File: config.mk
export PLATFORM = sky130hd
export DESIGN_NAME = shared_mult_sum
export DESIGN_NICKNAME = d
export VERILOG_FILES = /design/src/rtl/shared_mult_sum_pkg.sv /design/src/rtl/sms_phase_ctrl.sv /design/src/rtl/sms_operand_steer.sv /design/src/rtl/sms_shared_mult.sv /design/src/rtl/sms_accum_regs.sv /design/src/rtl/shared_mult_sum.sv
export SDC_FILE = /design/constraint.sdc
export NUM_CORES = 1
export LEC_CHECK = 0
export ABC_AREA = 1
export BUFFER_PORTS_ARGS = -buffer_cell sky130_fd_sc_hd__buf_2
export CORE_MARGIN = 8
export CORE_UTILIZATION = 47
export CTS_CLUSTER_DIAMETER = 120
export DETAILED_ROUTE_END_ITERATION = 12
export GPL_TIMING_DRIVEN = 0
export HOLD_SLACK_MARGIN = 0.15
export PLACE_DENSITY = 0.74
export RECOVER_POWER = 50
export SYNTH_ARGS = -nofsm -noshare
export SYNTH_HDL_FRONTEND = slang
export SYNTH_SLANG_ARGS = --single-unit
File: constraint.sdc
create_clock -name clk -period 30.6 [get_ports clk]
set_input_delay 6.12 -clock clk [delete_from_list [all_inputs] [get_ports clk]]
set_output_delay 6.12 -clock clk [all_outputs]
set_load 0.02 [all_outputs]
File: src/rtl/shared_mult_sum_pkg.sv
package shared_mult_sum_pkg;

    // Two-step schedule: load captures first product, finish forms the sum.
    typedef enum logic {
        PH_LOAD   = 1'b0,
        PH_FINISH = 1'b1
    } phase_e;

    // Per-cycle actions decoded from the phase.
    typedef struct packed {
        logic capture;   // store first product into partial register
        logic finish;    // add second product and register the sum
    } step_t;

    // One-bit phase counter: advances from load only on go, always
    // returns from finish (count 2 wraps to 0).
    function automatic phase_e phase_after(phase_e cur, logic go);
        phase_e nxt;
        case (cur)
            PH_LOAD:   nxt = go ? PH_FINISH : PH_LOAD;
            PH_FINISH: nxt = PH_LOAD;
            default:   nxt = PH_LOAD;
        endcase
        return nxt;
    endfunction

    function automatic step_t decode_step(phase_e cur, logic go);
        step_t s;
        s.capture = (cur == PH_LOAD) && go;
        s.finish  = (cur == PH_FINISH);
        return s;
    endfunction

endpackage

File: src/rtl/sms_phase_ctrl.sv
module sms_phase_ctrl
    import shared_mult_sum_pkg::*;
(
    input  logic   clk,
    input  logic   rst,
    input  logic   start,
    output phase_e phase,
    output step_t  step
);

    phase_e phase_q;

    always_ff @(posedge clk) begin
        if (rst) begin
            phase_q <= PH_LOAD;
        end else begin
            phase_q <= phase_after(phase_q, start);
        end
    end

    assign phase = phase_q;
    assign step  = decode_step(phase_q, start);

    // idle in the load phase without a start
    p_idle_holds_r6: assert property (@(posedge clk) disable iff (rst)
        (phase_q == PH_LOAD && !start) |=> (phase_q == PH_LOAD));

    // a taken start moves to the finish phase
    p_start_advances_r2: assert property (@(posedge clk) disable iff (rst)
        (phase_q == PH_LOAD && start) |=> (phase_q == PH_FINISH));

    // finish phase always returns to load, whatever start does
    p_finish_returns_r7: assert property (@(posedge clk) disable iff (rst)
        (phase_q == PH_FINISH) |=> (phase_q == PH_LOAD));

endmodule

File: src/rtl/sms_operand_steer.sv
module sms_operand_steer
    import shared_mult_sum_pkg::*;
#(
    parameter int OP_W = 32
) (
    input  phase_e                 phase,
    input  logic signed [OP_W-1:0] op_a,
    input  logic signed [OP_W-1:0] op_b,
    input  logic signed [OP_W-1:0] op_c,
    input  logic signed [OP_W-1:0] op_d,
    output logic signed [OP_W-1:0] mul_x,
    output logic signed [OP_W-1:0] mul_y
);

    // Input multiplexers in front of the single multiplier.
    always_comb begin
        if (phase == PH_FINISH) begin
            mul_x = op_c;
            mul_y = op_d;
        end else begin
            mul_x = op_a;
            mul_y = op_b;
        end
    end

endmodule

File: src/rtl/sms_shared_mult.sv
module sms_shared_mult #(
    parameter int OP_W = 32
) (
    input  logic signed [OP_W-1:0] mul_x,
    input  logic signed [OP_W-1:0] mul_y,
    output logic signed [OP_W-1:0] prod
);

    // Low OP_W bits of a product do not depend on signedness, so the
    // truncated product is computed directly at operand width.
    always_comb begin
        prod = mul_x * mul_y;
    end

endmodule

File: src/rtl/sms_accum_regs.sv
module sms_accum_regs
    import shared_mult_sum_pkg::*;
#(
    parameter int OP_W = 32
) (
    input  logic                   clk,
    input  logic                   rst,
    input  step_t                  step,
    input  logic signed [OP_W-1:0] prod,
    output logic signed [OP_W-1:0] sum_q,
    output logic                   valid_q
);

    logic signed [OP_W-1:0] partial_q;
    logic signed [OP_W-1:0] sum_next;

    assign sum_next = partial_q + prod;   // wraps at OP_W bits

    always_ff @(posedge clk) begin
        if (rst) begin
            partial_q <= '0;
            sum_q     <= '0;
            valid_q   <= 1'b0;
        end else begin
            valid_q <= step.finish;
            if (step.capture) begin
                partial_q <= prod;
            end
            if (step.finish) begin
                sum_q <= sum_next;
            end
        end
    end

    // a finish step produces a valid result next cycle
    p_finish_gives_valid_r3: assert property (@(posedge clk) disable iff (rst)
        step.finish |=> valid_q);

    // valid never lasts two cycles
    p_valid_pulse_r4: assert property (@(posedge clk) disable iff (rst)
        valid_q |=> !valid_q);

    // without a finish step the output register holds
    p_sum_holds_r5: assert property (@(posedge clk) disable iff (rst)
        !step.finish |=> $stable(sum_q));

    // capture and finish never coincide
    p_single_use_r2: assert property (@(posedge clk) disable iff (rst)
        !(step.capture && step.finish));

endmodule

File: src/rtl/shared_mult_sum.sv
module shared_mult_sum
    import shared_mult_sum_pkg::*;
#(
    parameter int OP_W = 32
) (
    input  logic                   clk,
    input  logic                   rst,
    input  logic                   start,
    input  logic signed [OP_W-1:0] op_a,
    input  logic signed [OP_W-1:0] op_b,
    input  logic signed [OP_W-1:0] op_c,
    input  logic signed [OP_W-1:0] op_d,
    output logic signed [OP_W-1:0] sum_out,
    output logic                   sum_valid
);

    phase_e                 phase;
    step_t                  step;
    logic signed [OP_W-1:0] mul_x;
    logic signed [OP_W-1:0] mul_y;
    logic signed [OP_W-1:0] prod;

    sms_phase_ctrl u_ctrl (
        .clk   (clk),
        .rst   (rst),
        .start (start),
        .phase (phase),
        .step  (step)
    );

    sms_operand_steer #(.OP_W(OP_W)) u_steer (
        .phase (phase),
        .op_a  (op_a),
        .op_b  (op_b),
        .op_c  (op_c),
        .op_d  (op_d),
        .mul_x (mul_x),
        .mul_y (mul_y)
    );

    sms_shared_mult #(.OP_W(OP_W)) u_mult (
        .mul_x (mul_x),
        .mul_y (mul_y),
        .prod  (prod)
    );

    sms_accum_regs #(.OP_W(OP_W)) u_acc (
        .clk     (clk),
        .rst     (rst),
        .step    (step),
        .prod    (prod),
        .sum_q   (sum_out),
        .valid_q (sum_valid)
    );

    // a result appears only right after a finish phase
    p_valid_after_finish_r3: assert property (@(posedge clk) disable iff (rst)
        sum_valid |-> $past(phase == PH_FINISH));

endmodule

==> results of run 1 <==
[layer usage]
layer	part of all wire	GRT usage
met1	0.40	0.329
met5	0.00021	0
met3	0.092	0.0483
met4	0.040	0.0927
met2	0.47	0.417
[logic make-up after synthesis]
family / Yosys count / synth area share
and+or+nand+nor: 1145 / 0.217
buffers and inverters: 714 / 0.133
adders and majority gates: 591 / 0.504
AOI/OAI and AO/OA: 240 / 0.0659
DFF: 66 / 0.0637
xor gates and xnor gates: 37 / 0.0163
muxes: 1 / 0.000482
[flip-flops by register name, summed over array words and instances, names as in the netlist]
register and flops:
u_acc.valid_q 1, u_acc.partial_q 32, u_ctrl.phase 1, u_acc.sum_q 32
[how the worst max path moves through the flow]
| stage | startpoint | to | slack [ns] | depth (start not counted) |
|---|---|---|---|---|
| finish | op_a[0] | u_acc.sum_q[30] | 14.17 | 40 |
| floorplan | op_d[3] | u_acc.sum_q[31] | 16.51 | 40 |
| detailed placement | op_b[3] | u_acc.sum_q[31] | 14.61 | 41 |
| global route | op_a[0] | u_acc.sum_q[30] | 13.81 | 40 |
| CTS | op_b[3] | u_acc.sum_q[31] | 14.90 | 41 |
| global placement | op_d[3] | u_acc.sum_q[31] | 14.73 | 41 |
[per-stage QoR]
step                hold slack (ns)  worst slack, ns  cell area (um2)  cells   util
floorplan                     0.462            16.51            20800   2794      -
global placement              0.433            14.73            22300   3549  0.508
detailed placement            0.434            14.61            22300   3549  0.508
CTS                           0.452            14.90            22600   3564  0.515
global route                  0.462            13.81            22600   3564  0.513
finish                        0.451            14.17            22600   3564  0.513
[synth_stat cells, drive strengths merged, types with 6 or more instances]
| library cell | n |
|---|---|
| nand2 | 627 |
| inv | 622 |
| nor2 | 428 |
| fa | 409 |
| ha | 182 |
| o21ai | 120 |
| a21oi | 90 |
| dfxtp | 66 |
| clkbuf | 65 |
| nand3 | 54 |
| xor2 | 21 |
| buf | 18 |
| xnor2 | 16 |
| nand3b | 11 |
| nor3 | 10 |
| clkinv | 9 |
| or2 | 7 |
| o21bai | 6 |
[worst max-delay path: cells and delay by family]
family | cells | cell delay [ns]
AOI/OAI and AO/OA | 5 | 2.94
buffers and inverters | 8 | 1.32
and+or+nand+nor | 17 | 2.33
adders and majority gates | 10 | 3.96
[layout make-up]
| cell class | instances | area [um2] |
|---|---|---|
| multi-input cells | 2014 | 16700 |
| inverters | 631 | 2370 |
| flip-flops and latches | 66 | 1320 |
| clock buffers | 12 | 236 |
| plain buffers | 83 | 385 |
| repair buffers | 163 | 773 |
| well taps | 592 | 741 |
| clock inverters | 3 | 65.1 |
| fillers | 4379 | 21400 |
==> impl_metrics.ini, run 1 <==
[worst_setup_path]
reg2regPathDepth = 42
r2r_slack_ns = 19.22
slowest_stage = o21ai_0
cp_data_required_time_ns = 30.85
crit_path_start_kind = primary input
cpPeakStageDelay_ns = 1.95
crit_arrival_ns = 16.68
r2r_start = u_ctrl.phase
r2r-end = u_acc.sum_q[30]
endpoint_kind = register
crit_fanout = 10
crit_type = primary input to register

[sta]
finalHoldViolCount = 0
fin_setup_tns_ns = 0
fin_crit_sh = 0.537
finalMaxSlewViolations = 11
setup_viol = 0
period_needed_ns = 16.43
worst_pin_slew_ns = 2.65
timing.fmax_mhz = 60.9
finClkSkew_ns = 0.00466
rsz0062_at_grt = no
slew-limit-headroom = -0.785

[place]
port_buffers = 163
gp_congestion = 0.970
dp_hpwl_mm = 55.1

[synthesis]
ys_async_sr_fraction = 0
synth_edf_count = 0
syn_avg_cell_area_um2 = 7.43
yosysWarnings = 0
ys_seq_area_frac = 0.0637
ys_seq_elements = 66
synthCells = 2794
synth_nets = 3516
ys_types = 42
synth_top_flop_cell = dfxtp_1
yosysTopAreaCellShare = 0.395
synth_top_area_cell = fa_1
ys_top_cells_by_area = fa_1 (39%), inv_1 (11%), nand2_1 (11%)
synth_area_um2 = 20800

[clock_network]
cts_sinks = 66
cts_tree = done
cts_root_buf = clkbuf_16
clk_latency_ns = 0.34
cts_buffers = 9
clk_path_buf_depth = 2
postCtsHoldBufs = 0
htree_levels = 3
cts_setup_buffers = 0
cts_resized = 0
clkTransAtPathRegs_ns = 0.05

[detailed_routing]
wl_per_cell_um = 17.8
drc = 0
postRouteAntennaNets = 0
drtIter0Drc = 1546
vias = 18482
vias_per_cell = 5.19
drt_pass1_iterations = 6
drt_wl_total_mm = 63.3

[worst_hold_path]
hold_start = u_acc.sum_q[16]
hold_path.class = register to register
hold_path_end = u_acc.sum_q[16]
min_path_cells = 2

[layout]
antenna_cells = 0
drive_gt1_frac = 0.0659
layout_common_cells = nand2_1 (614), inv_1 (614), nor2_1 (428)
area_growth_pct = 8.69
layout.nets = 3690

[grt]
grtUsageTotal = 0.253
grt_pass1_wl_mm = 102
grt_pass1_vias = 18988
antenna_found_initial = 1
grt_max_degree = 11
grt_overflow = 0

[run]
cap_violations = 1

[die]
initial_utilization = 0.472
die_y_um = 226
dieArea_um2 = 51100
dieWidth_um = 226
rows = 77
core-area_um2 = 43900
io_pins = 164

[outcome]
status = finished, violations left
violations = capacitance limit, slew limit
Power of run 1 is left out: the tool's default activity adds up to more than one toggle a clock period on the data nets, which glitch-free logic cannot reach.
==> run 2: changes to the inputs <==
--- a/config.mk
+++ b/config.mk
@@ -5,7 +5,7 @@
 export SDC_FILE = /design/constraint.sdc
 export NUM_CORES = 1
 export LEC_CHECK = 0
-export ABC_AREA = 1
+export ABC_AREA = 0
 export BUFFER_PORTS_ARGS = -buffer_cell sky130_fd_sc_hd__buf_2
 export CORE_MARGIN = 8
 export CORE_UTILIZATION = 47
@@ -13,7 +13,7 @@
 export DETAILED_ROUTE_END_ITERATION = 12
 export GPL_TIMING_DRIVEN = 0
 export HOLD_SLACK_MARGIN = 0.15
-export PLACE_DENSITY = 0.74
+export PLACE_DENSITY = 0.77
 export RECOVER_POWER = 50
 export SYNTH_ARGS = -nofsm -noshare
 export SYNTH_HDL_FRONTEND = slang
==> constraint.sdc (replaced) <==
create_clock -name clk -period 14.7 [get_ports clk]
set_input_delay 2.94 -clock clk [delete_from_list [all_inputs] [get_ports clk]]
set_output_delay 2.94 -clock clk [all_outputs]
set_load 0.02 [all_outputs]
==> run 2 against run 1 <==
First-iteration DRC count shrank 1.8%. Register-to-register slack worse by 17 ns. Critical path type unchanged. Wire length rose by 11%. Critical endpoint is now u_acc.sum_q[28]. Worst setup slack got worse by 13 ns. Synthesized cell count fell by 15%. The flow still finishes with violations (capacitance limit, slew limit). Global-route usage rose by 2.7 points. Largest cell class unchanged.
==> impl_metrics.ini, run 2 <==
[sta]
finalMaxSlewViolations = 11
timing.fmax_mhz = 75.7
slew-limit-headroom = -0.339
finClkSkew_ns = 0.00897
setup_viol = 0
fin_setup_tns_ns = 0
rsz0062_at_grt = no
period_needed_ns = 13.22
finalHoldViolCount = 0
worst_pin_slew_ns = 1.95
fin_crit_sh = 0.899

[detailed_routing]
wl_per_cell_um = 22.4
vias = 17546
drc = 0
drt_wl_total_mm = 70.2
drtIter0Drc = 1518
vias_per_cell = 5.60
drt_pass1_iterations = 5
postRouteAntennaNets = 0

[clock_network]
cts_setup_buffers = 0
cts_tree = done
clkTransAtPathRegs_ns = 0.06
cts_buffers = 9
htree_levels = 3
clk_latency_ns = 0.34
cts_sinks = 66
postCtsHoldBufs = 0
clk_path_buf_depth = 2
cts_resized = 0
cts_root_buf = clkbuf_16

[die]
io_pins = 164
dieWidth_um = 225
die_y_um = 225
core-area_um2 = 43100
rows = 76
dieArea_um2 = 50600
initial_utilization = 0.477

[place]
gp_congestion = 1.02
port_buffers = 162
dp_hpwl_mm = 60.7

[synthesis]
yosysTopAreaCellShare = 0.399
ys_types = 59
ys_seq_elements = 66
synth.most_common_cell = inv_1
ys_seq_area_frac = 0.0643
syn_avg_cell_area_um2 = 8.68
ys_top_cells_by_area = fa_1 (40%), ha_1 (11%), inv_1 (8.2%)
ys_async_sr_fraction = 0
synth_top_area_cell = fa_1
synth_nets = 3088
synth_common_cells = inv_1 (451), nor2_1 (410), fa_1 (409)
synthCells = 2366
synth_edf_count = 0
yosysWarnings = 0
synth_area_um2 = 20500
synth_top_flop_cell = dfxtp_1

[worst_setup_path]
critPathCapture = u_acc.sum_q[28]
crit_fanout = 10
r2r_slack_ns = 2.50
cp_top_family = adder cells
path_buf_inv = 6
crit_path_start_kind = primary input
crit_arrival_ns = 13.44
slowest_stage = mux2i_1
cp_data_required_time_ns = 14.93
crit_type = primary input to register
r2r-end = u_acc.sum_q[28]
endpoint_kind = register
startpoint = op_c[4]
worstSetupPathDepth = 37
crit_top_cell = fa_1
r2r_start = u_ctrl.phase
reg2regPathDepth = 42
cpPeakStageDelay_ns = 1.47

[worst_hold_path]
hold_start = u_acc.partial_q[20]
hold_path.class = register to register

[grt]
grt_overflow = 0
grt_pass1_vias = 18526
antenna_found_initial = 1
grtUsageTotal = 0.280
grt_max_degree = 13
grt_pass1_wl_mm = 108

[outcome]
status = finished, violations left
violations = capacitance limit, slew limit

[layout]
layout_common_cells = inv_1 (451), nor2_1 (410), fa_1 (409)
layout.nets = 3263
area_growth_pct = 8.88
n_fill_cell = 4068
reg_top3 = u_acc.partial_q (32), u_acc.sum_q (32)
antenna_cells = 0
drive_gt1_frac = 0.0919
mostFrequentLayoutCell = inv_1

[run]
cap_violations = 1
run 2: cell count changes after synthesis, moves of 18 or more:
cell	previous run	this run
o21ai_0	92	30
mux2i_1	1	61
nand2_1	614	240
mux2_2	0	45
xnor2_1	14	89
inv_1	614	451
nand3_1	54	21
a21o_1	3	28
a21oi_1	90	65
nor2_1	428	410
run 2: worst min-delay path by stage:
stage | slack, ns | end | cells after the start
3_5_place_dp | 0.45 | u_acc.partial_q[23] | 2
6_report | 0.46 | u_acc.partial_q[20] | 2
2_1_floorplan | 0.44 | u_acc.partial_q[10] | 2
4_1_cts | 0.46 | u_acc.partial_q[11] | 2
3_3_place_gp | 0.45 | u_acc.partial_q[19] | 2
5_1_grt | 0.48 | u_acc.partial_q[27] | 2
run 2: layer usage:
layer	global-route usage	part of all wire	vias up
met3	0.0692	0.10	187
li1	-	-	7613
met5	0	0.00023	-
met1	0.366	0.40	8825
met2	0.436	0.44	919
met4	0.127	0.054	2
run 2: layout make-up:
cell class              count  area, um2  area share
repair buffers            164        791      0.0354
flip-flops and latches     66       1320      0.0591
inverters                 451       1690      0.0757
well taps                 585        732      0.0327
clock buffers              10        229      0.0102
multi-input cells        1767      17100       0.767
plain buffers              82        377      0.0168
clock inverters             6       67.6     0.00302
run 2: cell families after synthesis:
| group | Yosys count | synth area share |
|---|---|---|
| AO/OA/AOI/OAI | 202 | 0.0648 |
| XOR/XNOR | 105 | 0.0462 |
| adder cells (fa/ha/maj) | 591 | 0.510 |
| buffers and inverters | 533 | 0.101 |
| flip-flops | 66 | 0.0643 |
| multiplexers | 126 | 0.0689 |
| AND/OR/NAND/NOR | 743 | 0.145 |
run 2: worst reg2reg max path, delay by kind of cell (launching register included):
family	cells	cell delay, ns
buf+inv	10	2.72
flops	1	0.32
compound gates	12	2.72
fa+ha+maj	10	4.14
simple gates	8	1.04
mux	1	0.99
xor+xnor	1	0.16
run 2: metrics by stage:
step           utilization  hold slack, ns  cells  cell area [um2]  setup WS (ns)
2_1_floorplan            -           0.441   2366            20500           3.65
4_1_cts              0.520           0.462   3131            22400           2.09
6_report             0.519           0.462   3131            22400           1.48
5_1_grt              0.519           0.480   3131            22400           1.17
3_5_place_dp         0.513           0.453   3115            22100           1.77
3_3_place_gp         0.512           0.446   3113            22100           1.74
Power of run 2 is left out for the same reason.
==> run 3: changes to the inputs <==
--- a/config.mk
+++ b/config.mk
@@ -8,12 +8,12 @@
 export ABC_AREA = 0
 export BUFFER_PORTS_ARGS = -buffer_cell sky130_fd_sc_hd__buf_2
 export CORE_MARGIN = 8
-export CORE_UTILIZATION = 47
+export CORE_UTILIZATION = 55
 export CTS_CLUSTER_DIAMETER = 120
 export DETAILED_ROUTE_END_ITERATION = 12
 export GPL_TIMING_DRIVEN = 0
 export HOLD_SLACK_MARGIN = 0.15
-export PLACE_DENSITY = 0.77
+export PLACE_DENSITY = 0.86
 export RECOVER_POWER = 50
 export SYNTH_ARGS = -nofsm -noshare
 export SYNTH_HDL_FRONTEND = slang
==> run 3 against run 2 <==
The run still ends with capacitance limit, slew limit left. Non-clock buffer count unchanged. Sequential cell count did not move. Via count rose by 2.0%. Fmax is 0.66% lower. Register-to-register slack better by 0.16 ns. Worst setup slack got worse by 0.088 ns. Wire length up 2.3%. Cell area decreased by 0.81%. Die area decreased by 14%. Final cell count down 3.8%. Sequential share of layout area barely moved. Global-route usage grew 4.7 points. Highest routed layer is now met4.
==> impl_metrics.ini, run 3 (same netlist as run 2, synthesis figures left out) <==
[outcome]
status = finished, violations left
violations = capacitance limit, slew limit

[clock_network]
clk_latency_ns = 0.33
cts_resized = 0
cts_sinks = 66
postCtsHoldBufs = 0
cts_tree = done
clkTransAtPathRegs_ns = 0.06
clk_path_buf_depth = 2
cts_root_buf = clkbuf_16
htree_levels = 3
cts_setup_buffers = 0
cts_buffers = 9

[detailed_routing]
drt_pass1_iterations = 8
drt_wl_total_mm = 71.8
dr_wl_met2_mm = 31.5
m1WireLength_mm = 27.4
drc = 0
highest_layer = met4
vias_per_cell = 5.94
met3_wirelength_mm = 8.75
wl_per_cell_um = 23.8
postRouteAntennaNets = 0
vias = 17904
drtIter0Drc = 1889

[die]
die_y_um = 209
dieWidth_um = 209
dieArea_um2 = 43800
core-area_um2 = 36700
rows = 70
initial_utilization = 0.560
io_pins = 164

[run]
cap_violations = 1

[worst_setup_path]
slowest_stage = mux2i_1
crit_top_cell = fa_1
crit_fanout = 10
endpoint_kind = register
reg2regPathDepth = 42
r2r_slack_ns = 2.66
r2r_start = u_ctrl.phase
crit_type = primary input to register
cp_data_required_time_ns = 14.92
cpPeakStageDelay_ns = 1.64
crit_arrival_ns = 13.53
crit_path_start_kind = primary input
r2r-end = u_acc.sum_q[28]

[grt]
grtUsageTotal = 0.327
antenna_found_initial = 0
grt_pass1_vias = 18540
grt_overflow = 0
grt_pass1_wl_mm = 109
grt_max_degree = 12

[layout]
reg_top3 = u_acc.partial_q (32), u_acc.sum_q (32)
mostFrequentLayoutCell = inv_1
post-route-util = 0.604
drive_gt1_frac = 0.0916
antenna_cells = 0
area_growth_pct = 7.99
fin_cells = 3013
layout_common_cells = inv_1 (451), nor2_1 (410), fa_1 (409)
layout.nets = 3263

[worst_hold_path]
hold_path_end = u_acc.partial_q[7]
min_path_cells = 2
hold_path.class = register to register
hold_start = u_acc.partial_q[7]

[place]
dp_hpwl_mm = 61.4
place_inst = 2998
port_buffers = 162
gp_congestion = 1.04

[sta]
rsz0062_at_grt = no
finalHoldViolCount = 0
slew-limit-headroom = -0.499
setup_viol = 0
finalMaxSlewViolations = 11
worst_pin_slew_ns = 2.19
period_needed_ns = 13.30
timing.fmax_mhz = 75.2
fin_setup_tns_ns = 0
fin_crit_sh = 0.905
finClkSkew_ns = 0.00649
-- run 3: worst max path at each step --
stage	start	end	slack, ns
floorplan	op_d[6]	u_acc.sum_q[28]	3.65
global placement	op_c[3]	u_acc.sum_q[28]	1.52
finish	op_c[4]	u_acc.sum_q[28]	1.40
global route	op_c[4]	u_acc.sum_q[28]	1.12
detailed placement	op_d[6]	u_acc.sum_q[28]	1.57
CTS	op_d[6]	u_acc.sum_q[28]	1.93
-- run 3: critical path: cells and delay by family --
kind	cells	cell delay, ns
and+or+nand+nor	8	1.06
adders and majority gates	10	4.24
muxes	1	1.64
AOI/OAI and AO/OA	11	2.48
buffers and inverters	6	1.01
xor gates and xnor gates	1	0.16
-- run 3: layout make-up --
cell class                 count  area, um2
fill                        3233      14500
tap                          468        586
inverter                     451       1690
sequential                    66       1320
clock buffer                  10        229
clock inverter                 5       32.5
buffer                        82        377
timing repair buffer         164        791
multi-input combinational   1767      17100
-- run 3: layer usage --
metal  global-route usage  vias to the layer above
met5                    0                        -
li1                     -                     7601
met1                0.433                     8903
met2                0.502                     1154
met3               0.0781                      246
met4                0.156                        0
-- run 3: through the flow --
| step | hold WS [ns] | instance area, um2 | setup slack [ns] |
|---|---|---|---|
| floorplan | 0.441 | 20500 | 3.65 |
| global placement | 0.446 | 21900 | 1.52 |
| detailed placement | 0.451 | 22000 | 1.57 |
| CTS | 0.461 | 22200 | 1.93 |
| global route | 0.473 | 22200 | 1.12 |
| finish | 0.462 | 22200 | 1.40 |
Power of run 3 is left out for the same reason.
